`config.mk`:
```
export PLATFORM = sky130hd
export DESIGN_NAME = irq_level_sync
export DESIGN_NICKNAME = d
export VERILOG_FILES = /design/src/rtl/irq_sync_pkg.sv /design/src/rtl/irq_pin_sync.sv /design/src/rtl/irq_level_hold.sv /design/src/rtl/irq_req_gen.sv /design/src/rtl/irq_level_sync.sv
export SDC_FILE = /design/constraint.sdc
export NUM_CORES = 1
export LEC_CHECK = 0
export BUFFER_PORTS_ARGS = -buffer_cell sky130_fd_sc_hd__buf_2
export CAP_MARGIN = 20
export CORE_MARGIN = 3
export CORE_UTILIZATION = 40
export DETAILED_ROUTE_END_ITERATION = 10
export PLACE_DENSITY = 0.66
export SYNTH_ARGS = -nofsm -noshare
export SYNTH_HDL_FRONTEND = slang
export SYNTH_SLANG_ARGS = --single-unit
export TNS_END_PERCENT = 30
```
`constraint.sdc`:
```
create_clock -name clk -period 2 [get_ports clk]
set_input_delay 0.4 -clock clk [delete_from_list [all_inputs] [get_ports clk]]
set_output_delay 0.4 -clock clk [all_outputs]
set_load 0.01 [all_outputs]
```
`src/rtl/irq_sync_pkg.sv`:
```
package irq_sync_pkg;
  localparam int LVL_W = 4;
  typedef logic [LVL_W-1:0] lvl_t;
  localparam lvl_t LVL_NONE = '0;
  localparam lvl_t LVL_NMI  = '1;

  // Code carries the non-maskable meaning.
  function automatic logic lvl_is_nmi(lvl_t l);
    return l == LVL_NMI;
  endfunction

  // Code should raise a request against the given mask threshold.
  function automatic logic lvl_wins(lvl_t l, lvl_t pil);
    return lvl_is_nmi(l) || ((l != LVL_NONE) && (l > pil));
  endfunction
endpackage

```
`src/rtl/irq_pin_sync.sv`:
```
module irq_pin_sync
  import irq_sync_pkg::*;
#(
  parameter int SYNC_STAGES = 2
) (
  input  logic clk,
  input  logic rst_n,
  input  lvl_t pins,
  output lvl_t cand_level,
  output logic cand_stable
);
  lvl_t stage_q [SYNC_STAGES];
  lvl_t prev_q;

  generate
    for (genvar i = 0; i < SYNC_STAGES; i++) begin : g_stage
      if (i == 0) begin : g_first
        always_ff @(negedge clk or negedge rst_n) begin
          if (!rst_n) stage_q[0] <= LVL_NONE;
          else        stage_q[0] <= pins;
        end
      end else begin : g_next
        always_ff @(negedge clk or negedge rst_n) begin
          if (!rst_n) stage_q[i] <= LVL_NONE;
          else        stage_q[i] <= stage_q[i-1];
        end
      end
    end
  endgenerate

  // Previous falling-edge sample for the agreement test
  always_ff @(negedge clk or negedge rst_n) begin
    if (!rst_n) prev_q <= LVL_NONE;
    else        prev_q <= stage_q[SYNC_STAGES-1];
  end

  assign cand_level  = stage_q[SYNC_STAGES-1];
  assign cand_stable = (stage_q[SYNC_STAGES-1] == prev_q);
endmodule

```
`src/rtl/irq_level_hold.sv`:
```
module irq_level_hold
  import irq_sync_pkg::*;
(
  input  logic clk,
  input  logic rst_n,
  input  lvl_t cand_level,
  input  logic cand_stable,
  input  logic ack,
  output lvl_t held_level,
  output logic held_valid,
  output logic take_evt,
  output logic clear_evt
);
  lvl_t level_q;
  logic valid_q;

  assign take_evt  = !valid_q && cand_stable && (cand_level != LVL_NONE);
  assign clear_evt = valid_q && ack;

  always_ff @(posedge clk or negedge rst_n) begin
    if (!rst_n) begin
      level_q <= LVL_NONE;
      valid_q <= 1'b0;
    end else if (clear_evt) begin
      level_q <= LVL_NONE;
      valid_q <= 1'b0;
    end else if (take_evt) begin
      level_q <= cand_level;
      valid_q <= 1'b1;
    end
  end

  assign held_level = level_q;
  assign held_valid = valid_q;
endmodule

```
`src/rtl/irq_req_gen.sv`:
```
module irq_req_gen
  import irq_sync_pkg::*;
(
  input  lvl_t held_level,
  input  logic held_valid,
  input  lvl_t pil,
  output lvl_t level_out,
  output logic req,
  output logic nmi
);
  assign level_out = held_valid ? held_level : LVL_NONE;
  assign nmi       = held_valid && lvl_is_nmi(held_level);
  assign req       = held_valid && lvl_wins(held_level, pil);
endmodule

```
`src/rtl/irq_level_sync.sv`:
```
module irq_level_sync
  import irq_sync_pkg::*;
#(
  parameter int SYNC_STAGES = 2
) (
  input  logic             clk,
  input  logic             rst_n,
  input  logic [LVL_W-1:0] irq_pins,
  input  logic [LVL_W-1:0] cpu_pil,
  input  logic             irq_ack,
  output logic [LVL_W-1:0] irq_level,
  output logic             irq_req,
  output logic             irq_nmi
);
  lvl_t cand_level;
  logic cand_stable;
  lvl_t held_level;
  logic held_valid;
  logic take_evt;
  logic clear_evt;

  irq_pin_sync #(.SYNC_STAGES(SYNC_STAGES)) u_sync (
    .clk(clk), .rst_n(rst_n), .pins(irq_pins),
    .cand_level(cand_level), .cand_stable(cand_stable)
  );

  irq_level_hold u_hold (
    .clk(clk), .rst_n(rst_n), .cand_level(cand_level),
    .cand_stable(cand_stable), .ack(irq_ack),
    .held_level(held_level), .held_valid(held_valid),
    .take_evt(take_evt), .clear_evt(clear_evt)
  );

  irq_req_gen u_req (
    .held_level(held_level), .held_valid(held_valid), .pil(cpu_pil),
    .level_out(irq_level), .req(irq_req), .nmi(irq_nmi)
  );
endmodule

```
==> key figures <==
Run status
  – Outcome: finished with violations
  – Failing checks: setup timing

Synth
  – Most common cell in the netlist: dfrtn_1
  – Most frequent cells after synthesis: 12 x dfrtn_1, 5 x dfrtp_1, 5 x inv_1
  – Syn. warnings: 0
  – Yosys reg bits: 17
  – Synth async-reset ratio: 1.000
  – Synthesized area: roughly 700 um^2
  – Most common flop cell mapped by yosys: dfrtn_1
  – Yosys top cell by area: dfrtn_1
  – Synth top area share: 0.4188
  – Cell count after synthesis: 56
  – Area contributors post-synth: dfrtn_1 42%, dfrtp_1 17%, ha_1 7.0%
  – EDFF count, synth: 0
  – Yosys cell types: 24
  – Syn_nets: 71
  – Synth Area per Inst: 12.80 um^2
  – Sequential fraction of the synthesis area: 0.5934

Finish
  – P&R area growth vs syn: 27.05%
  – Final Util: 0.5714
  – # diodes: 0
  – Design area: about 900 um^2
  – Fin cells: around 110
  – Layout cells sized above 1: 0.3704
  – # nets final: 97

Placement
  – Dpl ws: -402.4 ps
  – Placed cell count: 100
  – Area post-placement: around 860 um^2
  – Port Buffers: 16
  – HPWL after DPL: about 960 um
  – RePlAce Congestion: approximately 0.73

Global route
  – Global-route wire length before repair: about 2100 um
  – Largest net degree at the start of global routing: 18
  – GR Layer Usage met1: 0.1500
  – Layer with the highest usage: met2
  – Met3 Usage GRT: 0.04294
  – Initial antenna violation count: 0
  – Met2 Use GR: 0.1697
  – Vias in the first global route: around 500
  – All-Layer GR Usage: 0.1175
  – Remaining Overflow, GRT: 0

Setup path
  – Startpoint type of the worst setup path: flop
  – CP Launch Point: u_sync.cand_level[0]$_DFF_NN0_
  – Reg2Reg Depth: 4
  – R2R setup slack: -390 ps
  – R2R Path End: u_hold.held_level[0]$_DFFE_PN0P_
  – Critical Path AT: about 2600 ps
  – Worst Path Class, Setup: reg -> reg
  – CP endpoint kind: flop
  – Crit path required time: about 2200 ps
  – R2R Path Start: u_sync.cand_level[0]$_DFF_NN0_
  – Crit-path max FO: 4

Clocking
  – H-tree level count: 1
  – TritonCTS Sinks: 17
  – CTS buffer count: 3
  – CTS Buffer Depth: 2
  – Clock Pin Slew Worst Setup and Hold Paths: 90 ps
  – TritonCTS clock tree: yes
  – CTS Hold Bufs: 0
  – Worst skew pair latency: 290 ps
  – Root Buffer: clkbuf_4

Floorplan
  – # rows: 14
  – Starting density of the core: 0.4498
  – Io pins: 17
  – Die Area: ~2300 um^2
  – Core Area: roughly 1600 um^2
  – Die width: ~48 um
  – Die Y: ~48 um

Drt
  – DR WL/cell: 11.63 um
  – Post-DRT Antenna Nets: 0
  – DRT Pass-1 Iters: 1
  – Post-route DRC: 0
  – Via count: 494
  – Drt total wl: 1221 um
  – Vias per inst: between 4 and 5
  – 1st-iter DRT viols: 0

Power
  – P_leak: between 0.4 and 0.5 nW
  – Clock power share: 0.231
  – Comb pwr share: 0.209
  – Sequential power share: 0.560
  – Power Density: ~840 nW/um^2
  – Maximum VDD drop: around 0.00043 V
  – Int Power: 553.8 uW
  – Sw power: between 200 and 250 uW
  – Switch share: 0.2776
  – Power Total: 766.7 uW

Timing
  – Unrepaired setup endpoints after global routing: true
  – Fin Setup TNS: -1872 ps
  – Worst-Margin Slew: ~350 ps
  – Min Hold Slack: 5.833 ps
  – Final setup vio count: 6
  – Worst Skew: 3.645 ps
  – Fin. Hold Viols: 0
  – Worst setup margin: -394.3 ps
  – Worst rel slew slack: 0.7654
  – Slew Limit Fails: 0

Hold path
  – Worst hold path type: in -> async

Flow run
  – Max-Cap Viols: 0
[cell type report]
type	count	area (um^2)
Clock buffer	4	26.28
Fill cell	136	683.2
Inverter	5	18.77
Multi-Input combinational cell	34	292.8
Sequential cell	17	425.4
Tap cell	24	30.03
Timing Repair Buffer	21	117.6
[power groups by stage]
stage               Clock (mW)  Sequential (mW)  Combinational, mW
CTS                      0.185            0.427              0.158
global route             0.199            0.436              0.183
finish                   0.177            0.430              0.160
detailed placement           0            0.434              0.156
global placement             0            0.432              0.151
floorplan                    0            0.422              0.108
[cells by family after synthesis]
group,synth area share
simple gates,0.1606
xor+xnor,0.04887
fa+ha+maj,0.06981
compound gates,0.1012
buf+inv,0.02618
flops,0.5934
[how the worst max path moves through the flow]
stage,endpoint,slack (ps),depth (start not counted)
detailed placement,u_hold.held_level[0]$_DFFE_PN0P_,-400,4
global placement,u_hold.held_level[2]$_DFFE_PN0P_,-360,4
finish,u_hold.held_level[0]$_DFFE_PN0P_,-390,4
CTS,u_hold.held_level[0]$_DFFE_PN0P_,-400,4
floorplan,u_hold.held_level[0]$_DFFE_PN0P_,-310,4
global route,u_hold.held_level[0]$_DFFE_PN0P_,-480,4
[flip-flops by register name, summed over array words and instances (netlist names)]
signal	flops
u_sync.cand_level	4
u_hold.held_valid	1
u_hold.held_level	4
u_sync.prev_q	4
u_sync.stage_q	4
[repair_timing]
item,4_1_cts,5_1_grt
hold endpoints to repair,0,0
setup buffers,1,0
pin swaps,2,0
setup endpoints to repair,6,6
resized for setup,0,1
[metal layers]
layer  part of all wire  vias up
met1               0.47      229
met3              0.067        4
met5                  0        -
met4              0.020        0
li1                   -      247
met2               0.44       14
[critical path, stage by stage, from the launching register on]
cell and delay, ps:
dfrtn_1 490, xor2_2 100, nor4_4 330, o21ai_2 130, a32o_1 230
[layout by cell type (no fill, tap or decap)]
cell / instances
buf_2: 16
dfrtn_1: 12
inv_1: 5
buf_4: 5
dfrtp_1: 5
and2_1: 4
a32o_1: 3
ha_1: 3
clkbuf_4: 3
a21oi_1: 2
nor3_1: 2
xor2_1: 2
nand2_1: 2
and4_1: 1
nor2b_1: 1
o211ai_1: 1
nand4_1: 1
or4_1: 1
nand3_1: 1
or2_1: 1
xor2_2: 1
nor4_4: 1
o21ai_2: 1
xnor2_1: 1
and2_2: 1
o21ai_0: 1
a32o_2: 1
nor2_1: 1
ha_4: 1
clkbuf_1: 1
(Power assumes the default switching activity.)
